[config.mk]
export PLATFORM = sky130hd
export DESIGN_NAME = ser_cfg_loader
export DESIGN_NICKNAME = d
export VERILOG_FILES = /design/src/rtl/ser_cfg_pkg.sv /design/src/rtl/ser_cfg_ctrl.sv /design/src/rtl/ser_cfg_dp.sv /design/src/rtl/ser_cfg_loader.sv
export SDC_FILE = /design/constraint.sdc
export NUM_CORES = 1
export LEC_CHECK = 0
export ABC_AREA = 0
export BUFFER_PORTS_ARGS = -buffer_cell sky130_fd_sc_hd__buf_4
export CORE_ASPECT_RATIO = 1.5
export CORE_MARGIN = 2
export CORE_UTILIZATION = 50
export CTS_CLUSTER_DIAMETER = 120
export DETAILED_ROUTE_END_ITERATION = 10
export PLACE_DENSITY = 0.75
export SYNTH_ARGS = -nofsm -noshare
export SYNTH_HDL_FRONTEND = slang
export SYNTH_SLANG_ARGS = --single-unit
[constraint.sdc]
create_clock -name clk -period 4.9 [get_ports clk]
set_input_delay 1.47 -clock clk [delete_from_list [all_inputs] [get_ports clk]]
set_output_delay 1.47 -clock clk [all_outputs]
set_load 0.03 [all_outputs]
[src/rtl/ser_cfg_pkg.sv]
package ser_cfg_pkg;
  typedef struct packed {
    logic shiftEn;
    logic commit;
    logic clear;
  } ctlStrobe_t;
endpackage

[src/rtl/ser_cfg_ctrl.sv]
module ser_cfg_ctrl
  import ser_cfg_pkg::*;
#(
  parameter int WORD_W      = 16,
  parameter int SYNC_STAGES = 2
) (
  input  logic       clk,
  input  logic       rstN,
  input  logic       sclkIn,
  input  logic       senNIn,
  input  logic       sdataIn,
  output ctlStrobe_t ctl,
  output logic       bitOut
);
  localparam int CNT_W = $clog2(WORD_W);
  localparam logic [CNT_W-1:0] LAST = CNT_W'(WORD_W - 1);

  logic [SYNC_STAGES-1:0] sclkSync, senSync, dataSync;
  logic sclkPrev;
  logic [CNT_W-1:0] bitCnt;
  logic sclkS, senS, fallEdge;

  always_ff @(posedge clk or negedge rstN) begin
    if (!rstN) begin
      sclkSync <= '1;
      senSync  <= '1;
      dataSync <= '0;
      sclkPrev <= 1'b1;
    end else begin
      sclkSync <= {sclkSync[SYNC_STAGES-2:0], sclkIn};
      senSync  <= {senSync[SYNC_STAGES-2:0], senNIn};
      dataSync <= {dataSync[SYNC_STAGES-2:0], sdataIn};
      sclkPrev <= sclkSync[SYNC_STAGES-1];
    end
  end

  assign sclkS    = sclkSync[SYNC_STAGES-1];
  assign senS     = senSync[SYNC_STAGES-1];
  assign bitOut   = dataSync[SYNC_STAGES-1];
  assign fallEdge = sclkPrev & ~sclkS;

  always_comb begin
    ctl.clear   = senS;
    ctl.shiftEn = fallEdge & ~senS;
    ctl.commit  = ctl.shiftEn & (bitCnt == LAST);
  end

  always_ff @(posedge clk or negedge rstN) begin
    if (!rstN)             bitCnt <= '0;
    else if (ctl.clear)    bitCnt <= '0;
    else if (ctl.commit)   bitCnt <= '0;
    else if (ctl.shiftEn)  bitCnt <= bitCnt + 1'b1;
  end

  // an idle enable holds the counter at zero
  p_idle_count_r2: assert property (@(posedge clk) disable iff (!rstN)
    senS |=> (bitCnt == '0));
  // no commit can come from an idle enable
  p_no_idle_commit_r6: assert property (@(posedge clk) disable iff (!rstN)
    senS |-> !ctl.commit);
  // a commit starts the next word from zero
  p_commit_wraps_r4: assert property (@(posedge clk) disable iff (!rstN)
    ctl.commit |=> (bitCnt == '0));
endmodule

[src/rtl/ser_cfg_dp.sv]
module ser_cfg_dp
  import ser_cfg_pkg::*;
#(
  parameter int ADDR_W = 4,
  parameter int DATA_W = 12
) (
  input  logic                              clk,
  input  logic                              rstN,
  input  ctlStrobe_t                        ctl,
  input  logic                              bitIn,
  output logic                              wrStrobe,
  output logic [ADDR_W-1:0]                 wrAddr,
  output logic [DATA_W-1:0]                 wrData,
  output logic [(1<<ADDR_W)*DATA_W-1:0]     regFile
);
  localparam int WORD_W   = ADDR_W + DATA_W;
  localparam int NUM_REGS = 1 << ADDR_W;

  logic [WORD_W-2:0] shiftReg;
  logic [WORD_W-1:0] wordNext;
  logic [DATA_W-1:0] bank [NUM_REGS];

  assign wordNext = {shiftReg, bitIn};

  always_ff @(posedge clk or negedge rstN) begin
    if (!rstN)               shiftReg <= '0;
    else if (ctl.clear)      shiftReg <= '0;
    else if (ctl.shiftEn)    shiftReg <= wordNext[WORD_W-2:0];
  end

  always_ff @(posedge clk or negedge rstN) begin
    if (!rstN) begin
      wrStrobe <= 1'b0;
      wrAddr   <= '0;
      wrData   <= '0;
      for (int i = 0; i < NUM_REGS; i++) bank[i] <= '0;
    end else begin
      wrStrobe <= ctl.commit;
      if (ctl.commit) begin
        wrAddr <= wordNext[WORD_W-1 -: ADDR_W];
        wrData <= wordNext[DATA_W-1:0];
        bank[wordNext[WORD_W-1 -: ADDR_W]] <= wordNext[DATA_W-1:0];
      end
    end
  end

  for (genvar g = 0; g < NUM_REGS; g++) begin : g_flat
    assign regFile[g*DATA_W +: DATA_W] = bank[g];
  end

  // strobes never fall on back-to-back cycles
  p_strobe_pulse_r8: assert property (@(posedge clk) disable iff (!rstN)
    wrStrobe |=> !wrStrobe);
  // the register named by the strobe holds the strobe data
  p_bank_write_r4: assert property (@(posedge clk) disable iff (!rstN)
    wrStrobe |-> (bank[wrAddr] == wrData));
  // without a strobe the bank does not move
  p_bank_stable_r7: assert property (@(posedge clk) disable iff (!rstN)
    !wrStrobe |-> $stable(regFile));
endmodule

[src/rtl/ser_cfg_loader.sv]
module ser_cfg_loader
  import ser_cfg_pkg::*;
#(
  parameter int ADDR_W      = 4,
  parameter int DATA_W      = 12,
  parameter int SYNC_STAGES = 2
) (
  input  logic                          clk,
  input  logic                          rstN,
  input  logic                          sclkIn,
  input  logic                          senNIn,
  input  logic                          sdataIn,
  output logic                          wrStrobe,
  output logic [ADDR_W-1:0]             wrAddr,
  output logic [DATA_W-1:0]             wrData,
  output logic [(1<<ADDR_W)*DATA_W-1:0] regFile
);
  localparam int WORD_W = ADDR_W + DATA_W;

  ctlStrobe_t ctl;
  logic       bitS;

  ser_cfg_ctrl #(.WORD_W(WORD_W), .SYNC_STAGES(SYNC_STAGES)) u_ctrl (
    .clk(clk), .rstN(rstN), .sclkIn(sclkIn), .senNIn(senNIn),
    .sdataIn(sdataIn), .ctl(ctl), .bitOut(bitS)
  );

  ser_cfg_dp #(.ADDR_W(ADDR_W), .DATA_W(DATA_W)) u_dp (
    .clk(clk), .rstN(rstN), .ctl(ctl), .bitIn(bitS),
    .wrStrobe(wrStrobe), .wrAddr(wrAddr), .wrData(wrData), .regFile(regFile)
  );
endmodule

==> results.yml, run 1 <==
sta:
  worst_pin_slew_ns: 1.122
  rsz0062_at_grt: "false"
  finalCritPeriodShare_pct: 58.72
  slew_headroom_pct: 25.04
  max_clock_freq_mhz: 347.5
  setup_tns_ns: 0
  slew_viol_final: 0
  layout_min_cycle_time_ns: 2.877
  setup_viol: 0
  hold_slack_ns: 0.3578
  finalHoldViolCount: 0
  layout_setup_ws_ns: 2.023
  skew_ns: 0.006411
layout:
  multi_input_area_mm2: 0.002970
  fillers: 1315
  nets: 784
  synthToLayoutAreaGrowth_pct: 27.94
  drive_gt1_share_pct: 58.03
  seq_area_mm2: 0.005887
  design_area_mm2: 0.01148
  n_antenna_cell: 0
floorplan:
  die_x_um: 113.4
  start_util_pct: 50.44
  row_count: 60
  dieArea_mm2: 0.01906
  io_pins: 214
  core_mm2: 0.01779
  fp.dieH_um: 168.1
global_route:
  globalRouteOverflowTotal: 0
  grt_pass1_vias: 5874
  grt_pass1_wl_um: 33790
  grt_use_total_pct: 22.83
  antenna_found_initial: 0
  grt_max_degree: 126
clocking:
  clock_sinks: 235
  ctsResizeCount: 0
  htreeDepth: 1
  holdBufCountCts: 0
  clkTransAtPathRegs_ns: 0.06
  clock-root-buffer: "clkbuf_16"
  clock_latency_ns: 0.50
  cts_tree: "done"
  cts_setup_buffers: 0
  cts_buffer_depth: 3
  cts_buffers: 22
placed_design:
  pre_cts_ws_ns: 2.017
  placed_area_mm2: 0.01080
  gp_congestion: 0.7862
  hpwlAfterDp_um: 14940
  port_buffers: 213
setup_path:
  start_kind: "flop"
  crit_path_start: "u_ctrl.sclkPrev"
  crit_required_ns: 5.28
  critPathMaxFanout: 12
  cp_data_arrival_time_ns: 3.26
  critPathKind: "reg -> reg"
  end_kind: "flop"
  r2r-start: "u_ctrl.sclkPrev"
route:
  drc: 0
  vias: 5536
  first_pass_iters: 4
  drt_iter0_markers: 360
  viasPerCell: 5.492
  antenna_left: 0
  routedWlPerCell_um: 21.48
  drt_wl_total_um: 21650
power:
  clkPwrFrac_pct: 44.8
  p_int_mw: 2.892
  ir_worst_vdd_mv: 0.2623
  power_mw: 3.636
  pwr-share-seq_pct: 53.8
  comb_power_share_pct: 1.4
  leakage_nw: 6.148
  p_sw_mw: 0.7436
  p_sw_share_pct: 20.45
  p_per_area_mw_per_mm2: 316.6
logic_synthesis:
  ys_top_cells_by_area: "dfrtp_1 64%, mux2_2 23%, mux2_1 2.8%"
  yosysSeqAreaShare_pct: 65.59
  synthTopCellsByCount: "230 x dfrtp_1, 186 x mux2_2, 35 x nand2_1"
  synth_edf_count: 0
  syn-cell-area_mm2: 0.008975
  yosysMostFrequentCell: "dfrtp_1"
  synth_cell_types: 28
  synth_ff_type: "dfrtp_1"
  synth_seq_cells: 235
  synth_area_leader_cell: "dfrtp_1"
  yosys_warnings: 0
  async_reset_ff_share_pct: 100.0
  synth_top_area_share_pct: 64.13
  synth_nets: 587
  postSynthAreaPerCell_um2: 15.45
  synthCells: 581
run:
  maxCapViolations: 0
worst_hold_path:
  min_from: "u_ctrl.sclkSync[0]"
  min_path_type: "reg -> reg"
outcome:
  status: "complete, no violations"
[power by group through the flow]
stage | combinational (mW) | sequential [mW] | clock (mW)
2_1_floorplan | 0.0123 | 1.99 | 0
3_3_place_gp | 0.0508 | 1.99 | 0
3_5_place_dp | 0.0529 | 1.99 | 0
4_1_cts | 0.0530 | 1.96 | 1.67
5_1_grt | 0.0596 | 1.96 | 1.75
6_report | 0.0503 | 1.96 | 1.63
[cells in the final DEF (no fill, tap or decap), types with 2 or more instances in the layout]
| cell type | netlist | final |
|---|---|---|
| nor3_2 | 0 | 4 |
| clkbuf_8 | 0 | 2 |
| nand2_1 | 35 | 35 |
| dfstp_2 | 5 | 5 |
| nand3b_1 | 2 | 2 |
| clkbuf_1 | 23 | 5 |
| or3b_1 | 3 | 3 |
| mux2_2 | 186 | 186 |
| dfrtp_1 | 230 | 230 |
| a21oi_1 | 19 | 19 |
| or4_4 | 2 | 2 |
| nor2_1 | 2 | 2 |
| nand2b_1 | 5 | 5 |
| buf_4 | 0 | 218 |
| clkbuf_16 | 0 | 23 |
| nand4b_1 | 2 | 2 |
| mux2_1 | 22 | 22 |
| nor4_4 | 0 | 6 |
| clkinv_2 | 0 | 6 |
[metal layers]
metal / GRT usage [%] / up-vias / share of wire (%) / wire [µm]
li1: - / 2413 / - / -
met1: 27.65 / 2879 / 38 / 8257
met2: 40.59 / 200 / 53 / 11440
met3: 4.608 / 44 / 6.0 / 1289
met4: 7.688 / 0 / 3.1 / 661
met5: 0 / - / 0 / 0
[metrics by stage]
step	cells	util (%)
2_1_floorplan	581	-
3_3_place_gp	971	60.70
3_5_place_dp	971	60.70
4_1_cts	1008	64.54
5_1_grt	1008	64.54
6_report	1008	64.54
[registers in the layout, indices dropped and copies added (netlist names)]
register         cells
u_ctrl.bitCnt        4
u_ctrl.dataSync      2
u_ctrl.sclkPrev      1
u_ctrl.sclkSync      2
u_ctrl.senSync       2
u_dp.regFile       192
u_dp.shiftReg       15
u_dp.wrAddr          4
u_dp.wrData         12
u_dp.wrStrobe        1
[cell families after synthesis]
| family | Yosys count | share of synthesized area [%] |
|---|---|---|
| flops | 235 | 65.59 |
| mux | 208 | 26.10 |
| simple gates | 68 | 4.629 |
| buf+inv | 47 | 2.217 |
| compound gates | 21 | 1.227 |
| xor+xnor | 1 | 0.09761 |
| fa+ha+maj | 1 | 0.1394 |
[area by class of cell]
type                       instances  area share [%]
clock inverter                     7          0.5230
clock buffer                      30           5.416
multi-input combinational        299           25.87
timing repair buffer             220           14.56
sequential                       235           51.27
tap                              217           2.365
[path summary, 6_finish.rpt]
path	to	slack [ns]	cells past startpoint
worst max-delay path	u_dp.regFile[98]	2.02	3
worst min-delay path	u_ctrl.sclkSync[1]	0.36	0
worst max register to register	u_dp.regFile[98]	2.02	3
worst min register to register	u_ctrl.sclkSync[1]	0.36	0
max in group asynchronous	u_dp.regFile[160]	2.82	2
min in group asynchronous	u_dp.regFile[24]	1.05	1
[critical path: stages (launching register included)]
cell      delay [ns]
dfstp_2         0.56
nand3b_1        0.60
nor4_4          1.17
mux2_2          0.42
(Power assumes the default switching activity.)
==> inputs of run 2 (changes only) <==
Settings changed: ABC_AREA 0 to 1, CORE_UTILIZATION 50 to 49, PLACE_DENSITY 0.75 to 0.76.
Clock period 4.9 ns to 2.4 ns, I/O delays scaled along.
==> run 2 against run 1 <==
  * Combinational power grew to 2.6 times the previous value
  * Clock skew is 0.0028 ns higher
  * Non-clock buffer count is 34 higher
  * Setup slack worse by 1.7 ns
  * Critical path type unchanged
  * Largest cell class unchanged
  * Highest routed layer unchanged
==> results.yml, run 2 <==
logic_synthesis:
  synth_edf_count: 0
  synth_nets: 1047
  synthTopCellsByCount: "441 x nand2_1, 230 x dfrtp_1, 194 x nand3_1"
  yosys_warnings: 0
  synth_top_area_share_pct: 60.11
  postSynthAreaPerCell_um2: 9.198
  synth_area_leader_cell: "dfrtp_1"
  synth_cell_types: 21
  ys_top_cells_by_area: "dfrtp_1 60%, nand2_1 17%, nand3_1 10%"
  async_reset_ff_share_pct: 100.0
  syn-cell-area_mm2: 0.009575
  yosysMostFrequentCell: "nand2_1"
  synthCells: 1041
  synth_seq_cells: 235
  synth_ff_type: "dfrtp_1"
  yosysSeqAreaShare_pct: 61.48
sta:
  finalCritPeriodShare_pct: 87.42
  setup_viol: 0
  worst_pin_slew_ns: 0.7505
  slew_viol_final: 0
  layout_min_cycle_time_ns: 2.098
  rsz0062_at_grt: "false"
  slew_headroom_pct: 49.97
  max_clock_freq_mhz: 476.6
  setup_tns_ns: 0
  skew_ns: 0.009245
  finalHoldViolCount: 0
floorplan:
  fp.dieH_um: 175.2
  io_pins: 214
  row_count: 62
  start_util_pct: 49.97
  dieArea_mm2: 0.02070
  core_mm2: 0.01916
  die_x_um: 118.1
power:
  pwr-share-seq_pct: 52.8
  power_mw: 7.546
  clkPwrFrac_pct: 45.4
  p_per_area_mw_per_mm2: 626.4
  comb_power_share_pct: 1.8
  p_sw_mw: 1.556
  p_int_mw: 5.990
  p_sw_share_pct: 20.62
  leakage_nw: 7.043
  ir_worst_vdd_mv: 0.3758
worst_hold_path:
  min_path_type: "in -> async"
placed_design:
  hpwlAfterDp_um: 17990
  port_buffers: 213
  placed_area_mm2: 0.01133
  gp_congestion: 0.8296
  placed_cells: 1466
setup_path:
  cp_slowest_stage_delay_ns: 0.40
  critPathMaxFanout: 47
  crit_chain: "ha_1 -> nand3_4 -> nor2_8 -> buf_12 -> nand2_1 -> nand2_1 -> nand2_1"
  critPathKind: "reg -> reg"
  end_kind: "flop"
  start_kind: "flop"
  cp_slowest_cell: "dfrtp_1"
  cp_data_arrival_time_ns: 2.48
  path_buf_inv: 1
  crit_path_frequent_cell: "nand2_1"
  crit_required_ns: 2.79
  cp_top_family: "simple AND/OR/NAND/NOR gates"
route:
  antenna_left: 0
  first_pass_iters: 5
  drc: 0
  viasPerCell: 5.257
  drt_iter0_markers: 795
  drt_wl_total_um: 26580
  routedWlPerCell_um: 17.67
  vias: 7906
clocking:
  htreeDepth: 1
  clock-root-buffer: "clkbuf_16"
  clkTransAtPathRegs_ns: 0.06
  clock_latency_ns: 0.50
  clock_sinks: 235
  cts_tree: "done"
  ctsResizeCount: 0
  cts_buffers: 22
  cts_buffer_depth: 3
  cts_setup_buffers: 0
  holdBufCountCts: 0
layout:
  final_common_cell: "nand2_1"
  n_antenna_cell: 0
  largest_register_ffs: 192
  synthToLayoutAreaGrowth_pct: 25.81
  final_cell_mix: "441 x nand2_1, 247 x buf_4, 230 x dfrtp_1"
  design_area_mm2: 0.01205
  utilization_pct: 62.87
  fillers: 1634
  nets: 1240
  drive_gt1_share_pct: 24.60
  final_cells: 1504
global_route:
  globalRouteOverflowTotal: 0
  grt_max_degree: 63
  grt_pass1_vias: 7614
  antenna_found_initial: 0
  grt_pass1_wl_um: 41720
  grt_use_total_pct: 25.57
outcome:
  status: "complete, no violations"
run:
  maxCapViolations: 0
run 2: changes by cell type after synthesis, sizes merged, moves of 19 or more:
cell	delta
nand2	+417
mux2	-208
nand3	+195
buf	+23
a21oi	-19
inv	+19
o21ai	+19
run 2: per-layer routing:
| layer | GRT usage, % | vias up | part of all wire (%) |
|---|---|---|---|
| met5 | 0 | - | 0 |
| met1 | 32.90 | 3803 | 39 |
| li1 | - | 3698 | - |
| met2 | 43.50 | 339 | 50 |
| met4 | 10.14 | 0 | 3.8 |
| met3 | 3.884 | 66 | 6.9 |
run 2: final timing paths:
check                                   start                 end  slack (ns)  cells past startpoint
setup / recovery             u_ctrl.bitCnt[0]    u_dp.regFile[55]        0.30                      7
hold reg to reg            u_ctrl.dataSync[0]  u_ctrl.dataSync[1]        0.35                      0
setup reg to reg             u_ctrl.bitCnt[0]    u_dp.regFile[55]        0.30                      7
max in group asynchronous                rstN      u_dp.wrData[1]        1.56                      2
min in group clk                      sdataIn  u_ctrl.dataSync[0]        0.33                      1
hold / removal                           rstN    u_dp.regFile[65]        0.15                      1
run 2: cell families (layout without fill, tap and decap cells):
logic type | after synthesis | count (layout) | share of synthesized area (%)
compound gates | 34 | 34 | 1.960
buf+inv | 104 | 311 | 6.547
fa+ha+maj | 1 | 1 | 0.1306
xor+xnor | 1 | 1 | 0.09148
flops | 235 | 235 | 61.48
simple gates | 666 | 666 | 29.79
run 2: through the flow:
stage	hold slack (ns)	worst slack [ns]
3_3_place_gp	0.3395	0.4274
4_1_cts	0.1625	0.3243
3_5_place_dp	0.3364	0.3302
6_report	0.1531	0.3019
5_1_grt	0.1808	0.09558
2_1_floorplan	0.3312	0.8734
run 2: final cells by class:
cell class | count | area [µm²] | area share (%)
repair buffers | 254 | 1989 | 16.51
clock inverters | 4 | 20.02 | 0.1662
flip-flops and latches | 235 | 5887 | 48.87
well taps | 256 | 320.3 | 2.659
multi-input cells | 702 | 3062 | 25.42
inverters | 19 | 71.32 | 0.5920
clock buffers | 34 | 696.9 | 5.785
run 2: power groups by stage:
stage | combinational, mW | clock, mW | sequential [mW]
6_report | 0.133 | 3.43 | 3.99
3_3_place_gp | 0.137 | 0 | 4.06
5_1_grt | 0.153 | 3.64 | 3.98
4_1_cts | 0.138 | 3.48 | 3.99
3_5_place_dp | 0.138 | 0 | 4.06
2_1_floorplan | 0.0269 | 0 | 4.05
==> inputs of run 3 (changes only) <==
--- a/config.mk
+++ b/config.mk
@@ -17,2 +17,3 @@
 export SYNTH_HDL_FRONTEND = slang
+export SYNTH_HIERARCHICAL = 1
 export SYNTH_SLANG_ARGS = --single-unit
==> constraint.sdc (replaced) <==
create_clock -name clk -period 2.4 [get_ports clk]
set_input_delay 0.12 -clock clk [delete_from_list [all_inputs] [get_ports clk]]
set_output_delay 0.12 -clock clk [all_outputs]
set_load 0.03 [all_outputs]
==> run 3 against run 2 <==
  * Critical path depth is 1 higher
  * Utilization is 1.6 points lower
  * Synthesized area is 6.2% higher
  * Sequential power hardly changed
  * Non-clock buffer count is 11 lower
  * Global-route usage is 0.25 points lower
  * Cell area is 3.8% higher
  * Die area is 6.1% higher
  * Clock skew is 0.0032 ns higher
  * Power is 0.50% lower
  * First-iteration DRC count is 5.3% higher
  * Fmax is 5.1% lower
  * Critical endpoint is now u_dp/regFile[163]
  * Largest power group unchanged
==> results.yml, run 3 <==
sta:
  skew_ns: 0.01249
  hold_slack_ns: 0.1686
  layout_min_cycle_time_ns: 2.212
  worst_pin_slew_ns: 0.8882
  setup_tns_ns: 0
  max_clock_freq_mhz: 452.1
  slew_headroom_pct: 40.78
  slew_viol_final: 0
  setup_viol: 0
  finalCritPeriodShare_pct: 92.17
  finalHoldViolCount: 0
  rsz0062_at_grt: "false"
layout:
  final_cell_mix: "499 x nand2_1, 234 x buf_4, 230 x dfrtp_1"
  multi_input_area_mm2: 0.003411
  design_area_mm2: 0.01251
  drive_gt1_share_pct: 25.17
  nets: 1284
  fillers: 1756
  n_antenna_cell: 0
  largest_register_ffs: 192
  synthToLayoutAreaGrowth_pct: 22.98
  seq_area_mm2: 0.005887
  final_common_cell: "nand2_1"
  utilization_pct: 61.26
  final_cells: 1559
floorplan:
  fp.dieH_um: 180.5
  die_x_um: 121.6
  row_count: 64
  dieArea_mm2: 0.02195
  start_util_pct: 49.82
  io_pins: 214
  core_mm2: 0.02042
placed_design:
  placed_area_mm2: 0.01173
  placed_cells: 1512
  gp_congestion: 0.8505
  hpwlAfterDp_um: 18980
  port_buffers: 213
global_route:
  grt_use_total_pct: 25.32
  grt_pass1_vias: 7967
  globalRouteOverflowTotal: 0
  antenna_found_initial: 0
  grt_pass1_wl_um: 43700
  grt_max_degree: 78
logic_synthesis:
  synth_area_leader_cell: "dfrtp_1"
  synth_edf_count: 0
  yosysMostFrequentCell: "nand2_1"
  postSynthAreaPerCell_um2: 9.248
  synth_top_area_share_pct: 56.58
  synth_nets: 1106
  synthCells: 1100
  synth_cell_types: 27
  synth_seq_cells: 235
  async_reset_ff_share_pct: 100.0
  yosys_warnings: 6
  syn-cell-area_mm2: 0.01017
  synthTopCellsByCount: "499 x nand2_1, 230 x dfrtp_1, 85 x nand4_1"
  yosysSeqAreaShare_pct: 57.87
  synth_ff_type: "dfrtp_1"
  ys_top_cells_by_area: "dfrtp_1 57%, nand2_1 18%, nand4_1 5.2%"
route:
  drc: 0
  vias: 8172
  drt_iter0_markers: 837
  viasPerCell: 5.242
  antenna_left: 0
  drt_wl_total_um: 27670
  routedWlPerCell_um: 17.75
  first_pass_iters: 5
clocking:
  clkTransAtPathRegs_ns: 0.06
  clock_sinks: 235
  cts_buffer_depth: 3
  cts_tree: "done"
  cts_buffers: 23
  htreeDepth: 1
  clock_latency_ns: 0.50
  clock-root-buffer: "clkbuf_16"
  ctsResizeCount: 0
worst_hold_path:
  min_path_type: "in -> async"
outcome:
  status: "complete, no violations"
power:
  leakage_nw: 6.884
  ir_worst_vdd_mv: 0.4711
  p_per_area_mw_per_mm2: 600.2
setup_path:
  critPathMaxFanout: 45
  crit_required_ns: 2.84
  end_kind: "flop"
  cp_data_arrival_time_ns: 2.65
  reg2reg_slack_ns: 0.19
  critPathKind: "reg -> reg"
  start_kind: "flop"
run:
  maxCapViolations: 0
-- run 3: cell count changes after synthesis, sizes merged, moves of 29 or more --
cell    before  now
buf         47   76
o21bai       0   48
nand3      195   28
nand4        1   85
nand2      452  504
inv         19   68
-- run 3: logic make-up after synthesis --
group | share of synthesized area [%]
AND/OR/NAND/NOR | 28.75
buffers and inverters | 8.647
flip-flops | 57.87
adder cells (fa/ha/maj) | 0.1230
AO/OA/AOI/OAI | 4.613
-- run 3: report_power, final --
group          internal, mW  switching [mW]
Combinational        0.0262           0.104
Clock                  1.92            1.47
Sequential             3.97          0.0117
-- run 3: cell type report --
type	count	area share, %
multi-input cells	707	27.27
inverters	68	2.180
flip-flops and latches	235	47.06
clock buffers	31	5.241
clock inverters	11	0.4901
well taps	264	2.641
repair buffers	243	15.12
-- run 3: timing repair --
item / CTS / global route
buffers inserted: 0 / 1
hold endpoints to repair: 75 / 0
hold buffers: 4 / 0
endpoints found under the setup margin: 0 / 2
-- run 3: through the flow --
step | power, mW | setup slack, ns
3_3_place_gp | 4.186 | 0.2907
3_5_place_dp | 4.188 | 0.1826
6_report | 7.508 | 0.1880
4_1_cts | 7.612 | 0.1529
5_1_grt | 7.765 | 0.01114
2_1_floorplan | 4.077 | 0.7446
-- run 3: worst paths after layout --
path / to / start / cells after the start
setup / recovery: u_dp/regFile[163] / u_ctrl/bitCnt[1] / 8
hold / removal: u_dp/wrData[9] / rstN / 2
setup reg to reg: u_dp/regFile[163] / u_ctrl/bitCnt[1] / 8
hold reg to reg: u_ctrl/dataSync[1] / u_ctrl/dataSync[0] / 0
max in group asynchronous: u_dp/regFile[190] / rstN / 3
min in group clk: u_ctrl/sclkSync[0] / sclkIn / 2
-- run 3: per-layer routing --
metal | wire (µm) | up-vias | GRT usage [%]
met3 | 1782 | 79 | 3.924
li1 | - | 3829 | -
met1 | 10830 | 3933 | 32.12
met5 | 0 | - | 0
met4 | 1320 | 0 | 11.36
met2 | 13730 | 331 | 42.56
-- run 3: critical path, cell delays in order (launching register included) --
cell	delay (ns)
dfrtp_1	0.40
ha_1	0.21
nand2_2	0.09
nor3_2	0.27
buf_12	0.28
nand3_4	0.33
nor2_4	0.36
nand2_1	0.10
nand2_1	0.10
